===== config.mk =====
export PLATFORM = sky130hd
export DESIGN_NAME = uart_rx_mv
export DESIGN_NICKNAME = d
export VERILOG_FILES = /design/src/rtl/uart_rx_pkg.sv /design/src/rtl/uart_rx_sync.sv /design/src/rtl/uart_rx_framer.sv /design/src/rtl/uart_rx_fifo.sv /design/src/rtl/uart_rx_mv.sv
export SDC_FILE = /design/constraint.sdc
export NUM_CORES = 1
export LEC_CHECK = 0
export CORE_MARGIN = 3
export CORE_UTILIZATION = 56
export CTS_BUF_LIST = sky130_fd_sc_hd__clkbuf_16
export DETAILED_ROUTE_END_ITERATION = 8
export PLACE_DENSITY = 0.81
export SLEW_MARGIN = 25
export SYNTH_ARGS = -nofsm -noshare
export SYNTH_HDL_FRONTEND = slang
export SYNTH_SLANG_ARGS = --single-unit
export TNS_END_PERCENT = 5

===== constraint.sdc =====
create_clock -name clk -period 2.3 [get_ports clk]
set_input_delay 0.69 -clock clk [delete_from_list [all_inputs] [get_ports clk]]
set_output_delay 0.69 -clock clk [all_outputs]
set_load 0.005 [all_outputs]

===== src/rtl/uart_rx_pkg.sv =====
package uart_rx_pkg;

  typedef enum logic [1:0] {
    RX_IDLE,
    RX_START,
    RX_DATA,
    RX_STOP
  } rx_state_e;

  function automatic logic vote3(input logic a, input logic b, input logic c);
    return (a & b) | (a & c) | (b & c);
  endfunction

endpackage


===== src/rtl/uart_rx_sync.sv =====
module uart_rx_sync #(
  parameter int STAGES = 2
) (
  input  logic clk,
  input  logic rst_n,
  input  logic din,
  output logic line,
  output logic fall
);

  logic [STAGES-1:0] chain;
  logic              prev;

  for (genvar g = 0; g < STAGES; g++) begin : g_stage
    if (g == 0) begin : g_first
      always_ff @(posedge clk or negedge rst_n) begin
        if (!rst_n) chain[g] <= 1'b1;
        else        chain[g] <= din;
      end
    end else begin : g_next
      always_ff @(posedge clk or negedge rst_n) begin
        if (!rst_n) chain[g] <= 1'b1;
        else        chain[g] <= chain[g-1];
      end
    end
  end

  always_ff @(posedge clk or negedge rst_n) begin
    if (!rst_n) prev <= 1'b1;
    else        prev <= chain[STAGES-1];
  end

  assign line = chain[STAGES-1];
  assign fall = prev & ~chain[STAGES-1];

endmodule


===== src/rtl/uart_rx_framer.sv =====
module uart_rx_framer
  import uart_rx_pkg::*;
#(
  parameter int DATA_W = 8,
  parameter int OVS    = 16
) (
  input  logic              clk,
  input  logic              rst_n,
  input  logic              en,
  input  logic              tick,
  input  logic              line,
  input  logic              fall,
  output logic              push,
  output logic [DATA_W-1:0] push_data,
  output logic              push_ferr,
  output logic              busy
);

  localparam int CNT_W = $clog2(OVS);
  localparam int IDX_W = (DATA_W > 1) ? $clog2(DATA_W) : 1;
  localparam logic [CNT_W-1:0] SMP_A = CNT_W'(OVS / 2 - 1);
  localparam logic [CNT_W-1:0] SMP_B = CNT_W'(OVS / 2);
  localparam logic [CNT_W-1:0] SMP_C = CNT_W'(OVS / 2 + 1);
  localparam logic [CNT_W-1:0] LAST  = CNT_W'(OVS - 1);
  localparam logic [IDX_W-1:0] IDX_LAST = IDX_W'(DATA_W - 1);

  rx_state_e         state;
  logic [CNT_W-1:0]  cnt;
  logic [IDX_W-1:0]  idx;
  logic              smp_a;
  logic              smp_b;
  logic [DATA_W-1:0] shreg;
  logic              vote;
  logic              at_c;

  assign vote      = vote3(smp_a, smp_b, line);
  assign at_c      = tick && (cnt == SMP_C);
  assign push      = en && (state == RX_STOP) && at_c;
  assign push_data = shreg;
  assign push_ferr = ~vote;
  assign busy      = (state != RX_IDLE);

  always_ff @(posedge clk or negedge rst_n) begin
    if (!rst_n) begin
      state <= RX_IDLE;
      cnt   <= '0;
      idx   <= '0;
      smp_a <= 1'b1;
      smp_b <= 1'b1;
      shreg <= '0;
    end else if (!en) begin
      state <= RX_IDLE;
      cnt   <= '0;
    end else begin
      unique case (state)
        RX_IDLE: begin
          if (fall) begin
            state <= RX_START;
            cnt   <= '0;
            idx   <= '0;
          end
        end
        default: begin
          if (tick) begin
            cnt <= (cnt == LAST) ? '0 : cnt + 1'b1;
            if (cnt == SMP_A) smp_a <= line;
            if (cnt == SMP_B) smp_b <= line;
            if (cnt == SMP_C) begin
              if (state == RX_START && vote) state <= RX_IDLE;
              if (state == RX_DATA) shreg <= {vote, shreg[DATA_W-1:1]};
              if (state == RX_STOP) state <= RX_IDLE;
            end
            if (cnt == LAST) begin
              if (state == RX_START) begin
                state <= RX_DATA;
              end else if (state == RX_DATA) begin
                if (idx == IDX_LAST) state <= RX_STOP;
                else                 idx   <= idx + 1'b1;
              end
            end
          end
        end
      endcase
    end
  end

endmodule


===== src/rtl/uart_rx_fifo.sv =====
module uart_rx_fifo #(
  parameter int W     = 9,
  parameter int DEPTH = 2,
  parameter int LVL_W = $clog2(DEPTH + 1)
) (
  input  logic             clk,
  input  logic             rst_n,
  input  logic             push,
  input  logic [W-1:0]     wdata,
  input  logic             pop,
  output logic [W-1:0]     rdata,
  output logic             not_empty,
  output logic             drop,
  output logic [LVL_W-1:0] level
);

  localparam int PTR_W = (DEPTH > 1) ? $clog2(DEPTH) : 1;

  logic [W-1:0]     mem [DEPTH];
  logic [PTR_W-1:0] wptr;
  logic [PTR_W-1:0] rptr;
  logic             full;
  logic             do_pop;
  logic             do_push;

  function automatic logic [PTR_W-1:0] bump(input logic [PTR_W-1:0] p);
    return (p == PTR_W'(DEPTH - 1)) ? '0 : p + 1'b1;
  endfunction

  assign full      = (level == LVL_W'(DEPTH));
  assign not_empty = (level != '0);
  assign do_pop    = pop && not_empty;
  assign do_push   = push && (!full || do_pop);
  assign drop      = push && !do_push;
  assign rdata     = mem[rptr];

  always_ff @(posedge clk) begin
    if (do_push) mem[wptr] <= wdata;
  end

  always_ff @(posedge clk or negedge rst_n) begin
    if (!rst_n) begin
      wptr  <= '0;
      rptr  <= '0;
      level <= '0;
    end else begin
      if (do_push) wptr <= bump(wptr);
      if (do_pop)  rptr <= bump(rptr);
      level <= level + LVL_W'(do_push) - LVL_W'(do_pop);
    end
  end

endmodule


===== src/rtl/uart_rx_mv.sv =====
module uart_rx_mv #(
  parameter int DATA_W      = 8,
  parameter int OVS         = 16,
  parameter int FIFO_DEPTH  = 2,
  parameter int SYNC_STAGES = 2
) (
  input  logic              clk,
  input  logic              rst_n,
  input  logic              port_en,
  input  logic              recv_en,
  input  logic              tick,
  input  logic              rx,
  output logic              out_valid,
  input  logic              out_ready,
  output logic [DATA_W-1:0] out_data,
  output logic              out_ferr,
  output logic              rx_irq,
  output logic              overrun
);

  localparam int ENT_W = DATA_W + 1;
  localparam int LVL_W = $clog2(FIFO_DEPTH + 1);

  logic              rx_en;
  logic              line;
  logic              line_fall;
  logic              frm_push;
  logic [DATA_W-1:0] frm_data;
  logic              frm_ferr;
  logic              frm_busy;
  logic [ENT_W-1:0]  head;
  logic              fifo_nempty;
  logic              fifo_drop;
  logic [LVL_W-1:0]  fifo_level;
  logic              ovr_q;

  assign rx_en = port_en & recv_en;

  uart_rx_sync #(.STAGES(SYNC_STAGES)) i_sync (
    .clk   (clk),
    .rst_n (rst_n),
    .din   (rx),
    .line  (line),
    .fall  (line_fall)
  );

  uart_rx_framer #(.DATA_W(DATA_W), .OVS(OVS)) i_framer (
    .clk       (clk),
    .rst_n     (rst_n),
    .en        (rx_en),
    .tick      (tick),
    .line      (line),
    .fall      (line_fall),
    .push      (frm_push),
    .push_data (frm_data),
    .push_ferr (frm_ferr),
    .busy      (frm_busy)
  );

  uart_rx_fifo #(.W(ENT_W), .DEPTH(FIFO_DEPTH), .LVL_W(LVL_W)) i_fifo (
    .clk       (clk),
    .rst_n     (rst_n),
    .push      (frm_push),
    .wdata     ({frm_ferr, frm_data}),
    .pop       (out_ready),
    .rdata     (head),
    .not_empty (fifo_nempty),
    .drop      (fifo_drop),
    .level     (fifo_level)
  );

  always_ff @(posedge clk or negedge rst_n) begin
    if (!rst_n)         ovr_q <= 1'b0;
    else if (!recv_en)  ovr_q <= 1'b0;
    else if (fifo_drop) ovr_q <= 1'b1;
  end

  assign out_valid = fifo_nempty;
  assign rx_irq    = fifo_nempty;
  assign out_data  = head[DATA_W-1:0];
  assign out_ferr  = head[DATA_W];
  assign overrun   = ovr_q;

endmodule


; ---- After elaboration in Yosys (flattened, before gate mapping)
; Memories as Yosys holds them, arrays and structs flattened.
; Index checks and enable logic that the tools add are counted.
[classes]
reduce_logical = 20
add_sub_neg = 6
n_mux = 29
bitwise = 10
n_eq_ne = 15
[op_table]
columns = operator, count
row1 = $mux W2, 11
row2 = $mux W3, 7
row3 = $mux W4, 5
row4 = $eq A4 B4 Y1 const B, 3
row5 = $reduce_and A4 Y1, 2
row6 = $reduce_bool A2 Y1, 4
row7 = $logic_and A1 B1 Y1, 7
row8 = $reduce_and A7 Y1, 1
row9 = $eq A2 B2 Y1 const B, 3
row10 = $mux W1, 6
row11 = $ne A3 B3 Y1 const B, 2
row12 = $and A1 B1 Y1, 5
row13 = $reduce_and A5 Y1, 1
row14 = $add A4 B1 Y4 const B, 1
row15 = $eq A4 B3 Y1 const B, 1
row16 = $ne A2 B1 Y1 const B, 2
row17 = $ne A2 B2 Y1 const B, 2
row18 = $add A3 B1 Y3 const B, 1
row19 = $eq A3 B3 Y1 const B, 1
row20 = $not A1 Y1, 3
row21 = $add A1 B1 Y1 const B, 2
row22 = $add A2 B1 Y2, 1
row23 = $eq A2 B1 Y1 const B, 1
row24 = $logic_not A1 Y1, 2
row25 = other kinds (5), 6
[totals]
memories = 1
register_bits = 27
elab_cells = 94
output_inout_bits = 12
input_bits = 7
ram_bits = 18
[memory_table]
columns = name, depth, word_bits, read_ports, rd_clocked_by_memory_dff, write_ports, line_no
row1 = i_fifo.mem, 2, 9, 1, 0, 1, uart_rx_fifo.sv:19  ; logic [W-1:0] mem [DEPTH];

; ---- Depth between registers and ports, before layout
; Gate-level depths: netlist of the first run.
[logic_depth]
ltp_word = 14
ltp_mapped = 8
mapped_depth_nobuf = 8

; ---- By module
; From an unflattened synthesis of the first run, not the netlist that was laid out.
[hier_totals]
hier_cells = 149
area_unflattened_um2 = 2020.7
[modules_own_cells]
columns = module, seq_area_each_um2, area_per_inst_um2, instances, cells_each
row1 = uart_rx_framer, 478.0, 1003.5, 1, 89
row2 = uart_rx_fifo, 640.6, 878.3, 1, 52
row3 = uart_rx_sync, 78.8, 92.6, 1, 4
row4 = uart_rx_mv, 25.0, 46.3, 1, 4

; ---- Worst setup path before layout of the first run
; No wires, ideal clock.
[synth_path]
path_kind = in2reg
from = in recv_en
to = mem i_fifo.mem[0][0], enable pin
cell_stages = 3
t_required_ns = 1.913
setup_ns = 0.387
n_path_buf = 0
arrival_time_ns = 1.751
setup_slack_ns = 0.162
path_cell_list = and2_0 > nand4_1 > nor3_1
[synth_between]
elab_chain_len = 6
[synth_lines]
columns = item, line_no
row1 = from (decl), uart_rx_mv.sv:10  ; input logic recv_en,
row2 = $and A1 B1 Y1, uart_rx_mv.sv:37  ; assign rx_en = port_en & recv_en;
row3 = $logic_and A1 B1 Y1 (2 in a row), uart_rx_framer.sv:38  ; assign push = en && (state == RX_STOP) && at_c;
row4 = $logic_and A1 B1 Y1, uart_rx_fifo.sv:33  ; assign do_push = push && (!full || do_pop);
row5 = $mux W1, uart_rx_fifo.sv:38  ; if (do_push) mem[wptr] <= wdata;
row6 = $mux W1 (not written as such), uart_rx_fifo.sv:38
row7 = to (decl), uart_rx_fifo.sv:19
; Every way passes these cells.

; ---- Worst setup path in the final report of the first run
[layout_path]
from = reg i_fifo.rptr
to = out out_data[6]
[layout_between]
elab_chain_len = 1
[layout_lines]
columns = item, line_no
row1 = from (decl), uart_rx_fifo.sv:21  ; logic [PTR_W-1:0] rptr;
row2 = from (signal assigned), uart_rx_fifo.sv:48  ; if (do_pop) rptr <= bump(rptr);
row3 = $mem_v2 Z2 W9, n/a
row4 = to (decl), uart_rx_mv.sv:15  ; output logic [DATA_W-1:0] out_data,
; Every way passes these cells.

==> flow_summary.json, run 1 <==
{
  "outcome": "complete, no violations",
  "peakVddDrop_uv": 397,
  "firstDrtPassIters": 4,
  "whs_ps": 362,
  "grt_first_pass_wirelength_um": 5870,
  "min_period_over_period_pct": 98.2,
  "hold_path.class": "reg2reg",
  "hpwl_um": 2460,
  "antenna_found_initial": 0,
  "synth_area_leaders": "dfrtp_1, edfxtp_1, mux2_2, dfstp_2, ha_1",
  "syn_inst": 149,
  "slew_violations": 0,
  "via_per_inst": 5.43,
  "die_w_um": 66.2,
  "crit_arrival_ps": 1570,
  "first_global_vias": 1251,
  "clk_latency_ps": 280,
  "yosysWarnings": 0,
  "io-pin-count": 19,
  "clockBufferDepth": 2,
  "fillCellCount": 231,
  "grt_use_total_pct": 18.0,
  "hold_viol": 0,
  "grt_max_degree": 28,
  "fmax_ghz": 0.443,
  "nets": 193,
  "leakage_nw": 1.23,
  "total_power_w": 0.00204,
  "gr-total-overflow": 0,
  "relSlewSlack_pct": 74.7,
  "cts_sinks": 45,
  "maxCapViolCount": 0,
  "setup_viol": 0,
  "ys_top_cells_by_count": "dfrtp_1, mux2_2, edfxtp_1",
  "async_flop_share_pct": 60.0,
  "post-route-min-period_ps": 2260,
  "drive_gt1_share_pct": 30.0,
  "drc": 0,
  "routedWlPerCell_um": 15.0,
  "vias": 1228,
  "drtIter0Drc": 56,
  "path_class": "reg2out",
  "die-area_sq_mm": 0.00439,
  "yosys.area.top_type": "dfrtp_1",
  "power_density_mw_per_mm2": 806,
  "portBuffers": 18,
  "n_antenna_cell": 0,
  "clock_skew_ps": 2.28,
  "synth_cell_types": 41,
  "cts_made_buffers": 5,
  "cp_max_fo": 10,
  "hold_buffers": 0,
  "area_growth_pct": 24.7,
  "initial_core_util_pct": 59.5,
  "synth_nets": 163,
  "rsz0062_at_grt": "yes",
  "root_buffer": "clkbuf_16",
  "end_kind": "primary output",
  "critPathRequiredTime_ps": 1610,
  "seq_area_frac_synth_pct": 60.2,
  "die_h_um": 66.2,
  "gp_congestion": 0.850,
  "syn_area_per_cell_sq_um": 13.6,
  "finalSetupTns_ps": 0,
  "synth_edf_count": 18,
  "startpoint_type": "flip-flop",
  "syn-cell-area_sq_mm": 0.00203,
  "ys_ff_latch": 45,
  "cts_max_level": 2,
  "core_area_sq_mm": 0.00342,
  "clk_pin_slew_ps": 60,
  "totalWireLength_um": 3380,
  "ys.flop_type": "dfrtp_1",
  "synth_top_area_share_pct": 27.1,
  "cts_tree": "yes",
  "stdcell_area_sq_mm": 0.00253,
  "fp-row-count": 21,
  "worst_pin_slew_ps": 380,
  "placed_cell_area_sq_mm": 0.00232,
  "final_antenna_net_count": 0
}
[path summary, 6_finish.rpt]
path                                        startpoint  slack (ps)                     endpoint  depth (start not counted)
setup / recovery               i_fifo.rptr$_DFFE_PN0P_          40                  out_data[6]                          2
hold / removal               i_sync.chain[0]$_DFF_PN1_         360        i_sync.line$_DFF_PN1_                          0
setup reg to reg           i_framer.cnt[1]$_DFFE_PN0P_         420   i_fifo.mem[0][2]$_DFFE_PP_                          7
hold reg to reg              i_sync.chain[0]$_DFF_PN1_         360        i_sync.line$_DFF_PN1_                          0
max in group asynchronous                        rst_n        1230   i_framer.smp_b$_DFFE_PN1P_                          2
min in group asynchronous                        rst_n         770  i_framer.idx[1]$_DFFE_PN0P_                          2
[per-stage QoR]
step                instances  util (%)  setup slack [ps]
floorplan                 149         -               162
global placement          217      67.9              24.3
detailed placement        217      67.9             -11.9
CTS                       225      73.7              3.68
global route              226      74.2             -27.8
finish                    226      74.2              42.5
[registers in the layout, summed over array words and instances (netlist names)]
name	cells
i_framer.smp_a	1
i_framer.idx	3
i_sync.chain	1
i_fifo.rptr	1
i_framer.push_data	8
i_framer.smp_b	1
i_sync.line	1
i_fifo.level	2
i_framer.state	2
i_fifo.wptr	1
i_fifo.mem	18
i_sync.prev	1
overrun	1
i_framer.cnt	4
[per-layer routing]
metal,share of wire (%),wire [um],track usage [%],vias to the layer above
met5,0,0,0,-
met1,41,1380,21.2,595
li1,-,-,-,596
met4,1.2,42,6.60,0
met2,54,1810,30.9,31
met3,4.2,143,5.44,6
[layout make-up]
type                    count  area, sq um  share of cell area, %
flip-flops and latches     45         1220                   48.3
multi-input cells          94          762                   30.1
repair buffers             28          278                   11.0
clock buffers               5          125                   4.94
clock inverters             3         68.8                   2.72
well taps                  46         57.6                   2.27
inverters                   5         18.8                  0.741
[power breakdown]
group	leakage [nW]	internal, W	switching (W)
Clock	0.0944	0.000625	0.000283
Combinational	0.583	0.000130	0.0000808
Sequential	0.548	0.000868	0.0000544
Total	1.23	0.00162	0.000418
[critical path, stage by stage, from the launching register on]
cell and delay [ps]:
dfrtp_2 480, mux2_2 360, clkdlybuf4s50_1 440
[repair_timing]
| item | CTS | global route |
|---|---|---|
| resized for setup | 1 | 4 |
| buffers inserted | 0 | 1 |
| setup endpoints to repair | 9 | 9 |
[kinds of logic (layout without fill, tap and decap cells)]
family                   after synthesis  after routing  share of synthesized area, %
flip-flops                            45             45                          60.2
buffers and inverters                 10             41                          2.34
XOR/XNOR                               4              4                          1.72
multiplexers                          22             22                          12.2
AND/OR/NAND/NOR                       43             43                          13.3
adder cells (fa/ha/maj)                8              8                          4.80
AO/OA/AOI/OAI                         17             17                          5.48
[layout by cell type (no fill, tap or decap), types with 3 or more instances in the layout]
cell,synthesis,final
dfrtp_1,22,21
inv_1,5,5
and2_1,5,5
mux2_2,22,22
ha_1,7,7
dfstp_2,5,5
nand2_1,10,10
clkbuf_16,0,5
edfxtp_1,18,18
nor3_1,3,3
clkdlybuf4s50_1,0,14
dlymetal6s2s_1,0,4
o21ai_0,7,7
buf_4,2,9
nand3_1,3,3
nor2_1,5,5
(Power assumes the default switching activity.)
==> run 2: changes to the inputs <==
--- a/config.mk
+++ b/config.mk
@@ -5,11 +5,14 @@
 export SDC_FILE = /design/constraint.sdc
 export NUM_CORES = 1
 export LEC_CHECK = 0
+export CELL_PAD_IN_SITES_DETAIL_PLACEMENT = 1
+export CELL_PAD_IN_SITES_GLOBAL_PLACEMENT = 1
 export CORE_MARGIN = 3
-export CORE_UTILIZATION = 56
+export CORE_UTILIZATION = 45
 export CTS_BUF_LIST = sky130_fd_sc_hd__clkbuf_16
 export DETAILED_ROUTE_END_ITERATION = 8
-export PLACE_DENSITY = 0.81
+export GPL_ROUTABILITY_DRIVEN = 0
+export PLACE_DENSITY = 0.79
 export SLEW_MARGIN = 25
 export SYNTH_ARGS = -nofsm -noshare
 export SYNTH_HDL_FRONTEND = slang
==> flow_summary.json, run 2 (synthesized netlist as in run 1, its figures left out) <==
{
  "grt_first_pass_wirelength_um": 7530,
  "power_density_mw_per_mm2": 747,
  "seqPwrFrac_pct": 50.2,
  "leakage_nw": 1.16,
  "portBuffers": 18,
  "area_growth_pct": 21.9,
  "gr-total-overflow": 0,
  "firstDrtPassIters": 4,
  "drc": 0,
  "hold_viol": 0,
  "core_area_sq_mm": 0.00417,
  "initial_core_util_pct": 48.7,
  "cts_sinks": 45,
  "hold_path.class": "reg2reg",
  "clock_skew_ps": 5.21,
  "root_buffer": "clkbuf_16",
  "antenna_found_initial": 0,
  "cp_max_fo": 10,
  "largest_register_ff_count": 18,
  "nets": 192,
  "critPathRequiredTime_ps": 1610,
  "die_w_um": 73.2,
  "clock_power_share_pct": 37.9,
  "worst_pin_slew_ps": 400,
  "cts_tree": "yes",
  "end_kind": "primary output",
  "clockBufferDepth": 2,
  "regMostFlops": "i_fifo.mem",
  "routedWlPerCell_um": 19.6,
  "reg2reg_slack_ps": 280,
  "grt_max_degree": 28,
  "grt_use_total_pct": 19.2,
  "hold_buffers": 0,
  "via_per_inst": 5.60,
  "first_global_vias": 1487,
  "p_sw_share_pct": 24.2,
  "min_period_over_period_pct": 99.7,
  "total_power_w": 0.00185,
  "totalWireLength_um": 4500,
  "final_cells": 229,
  "final_common_cell": "mux2_2",
  "dp_cells": 220,
  "clk_pin_slew_ps": 60,
  "cts_max_level": 2,
  "post-route-min-period_ps": 2290,
  "post-route-util_pct": 59.3,
  "die-area_sq_mm": 0.00536,
  "pwr-share-comb_pct": 12.0,
  "setup_viol": 0,
  "rsz0062_at_grt": "yes",
  "peakVddDrop_uv": 387,
  "die_h_um": 73.2,
  "maxCapViolCount": 0,
  "n_antenna_cell": 0,
  "reg2reg_depth": 7,
  "final_cell_mix": "mux2_2, dfrtp_1, edfxtp_1",
  "fp-row-count": 23,
  "cts_made_buffers": 5,
  "vias": 1282,
  "drtIter0Drc": 51,
  "switchingPower_w": 0.000446,
  "crit_arrival_ps": 1600,
  "fmax_ghz": 0.436,
  "relSlewSlack_pct": 72.9,
  "outcome": "complete, no violations",
  "path_class": "reg2out",
  "final_antenna_net_count": 0,
  "drive_gt1_share_pct": 29.6,
  "p_int_w": 0.00140,
  "io-pin-count": 19,
  "startpoint_type": "flip-flop",
  "slew_violations": 0,
  "clk_latency_ps": 290,
  "min_path_cells": 0,
  "hpwl_um": 3120
}
[run 2: power groups by stage]
stage                     Sequential, W  Combinational [W]  Clock [W]
after floorplan                0.000899           0.000155          0
after global placement         0.000935           0.000187          0
after detailed placement       0.000943           0.000199          0
after CTS                      0.000931           0.000213   0.000723
after global routing           0.000935           0.000247   0.000760
final                          0.000927           0.000221   0.000700
[run 2: repair_timing]
| item | CTS | global route |
|---|---|---|
| gates resized for setup | 3 | 2 |
| setup endpoints to repair | 9 | 7 |
| buffers inserted | 0 | 1 |
[run 2: worst paths after layout]
kind                                              from                    endpoint
hold reg to reg              i_sync.chain[0]$_DFF_PN1_       i_sync.line$_DFF_PN1_
setup / recovery               i_fifo.rptr$_DFFE_PN0P_                 out_data[5]
min in group asynchronous                        rst_n     i_fifo.wptr$_DFFE_PN0P_
max in group asynchronous                        rst_n       i_sync.line$_DFF_PN1_
hold / removal               i_sync.chain[0]$_DFF_PN1_       i_sync.line$_DFF_PN1_
setup reg to reg           i_framer.cnt[1]$_DFFE_PN0P_  i_fifo.mem[0][0]$_DFFE_PP_
[run 2: area by class of cell]
class | count | area [sq um]
Timing Repair Buffer | 27 | 263
Clock inverter | 3 | 21.3
Multi-Input combinational cell | 94 | 762
Tap cell | 50 | 62.6
Fill cell | 410 | 1700
Sequential cell | 45 | 1220
Inverter | 5 | 18.8
Clock buffer | 5 | 125
[run 2: worst max-delay path, stage by stage (launching register included)]
cell	delay (ps)
dfrtp_2	500
mux2_2	370
clkdlybuf4s50_1	450
[run 2: layer usage]
metal / part of all wire [%] / global-route usage (%) / vias up / wire length (um)
li1: - / - / 591 / -
met3: 3.6 / 5.23 / 9 / 162
met5: 0 / 0 / - / 0
met2: 55 / 34.9 / 28 / 2470
met4: 2.2 / 7.58 / 0 / 100
met1: 39 / 21.0 / 654 / 1760
[run 2: through the flow]
step	worst slack, ps	hold slack, ps	cell area, sq um	TNS [ps]
CTS	-30.4	362	2460	-122
finish	5.80	359	2480	0
global route	-29.4	365	2480	-108
global placement	-9.09	347	2320	-79.6
floorplan	162	345	2030	0
detailed placement	-140	349	2320	-1900
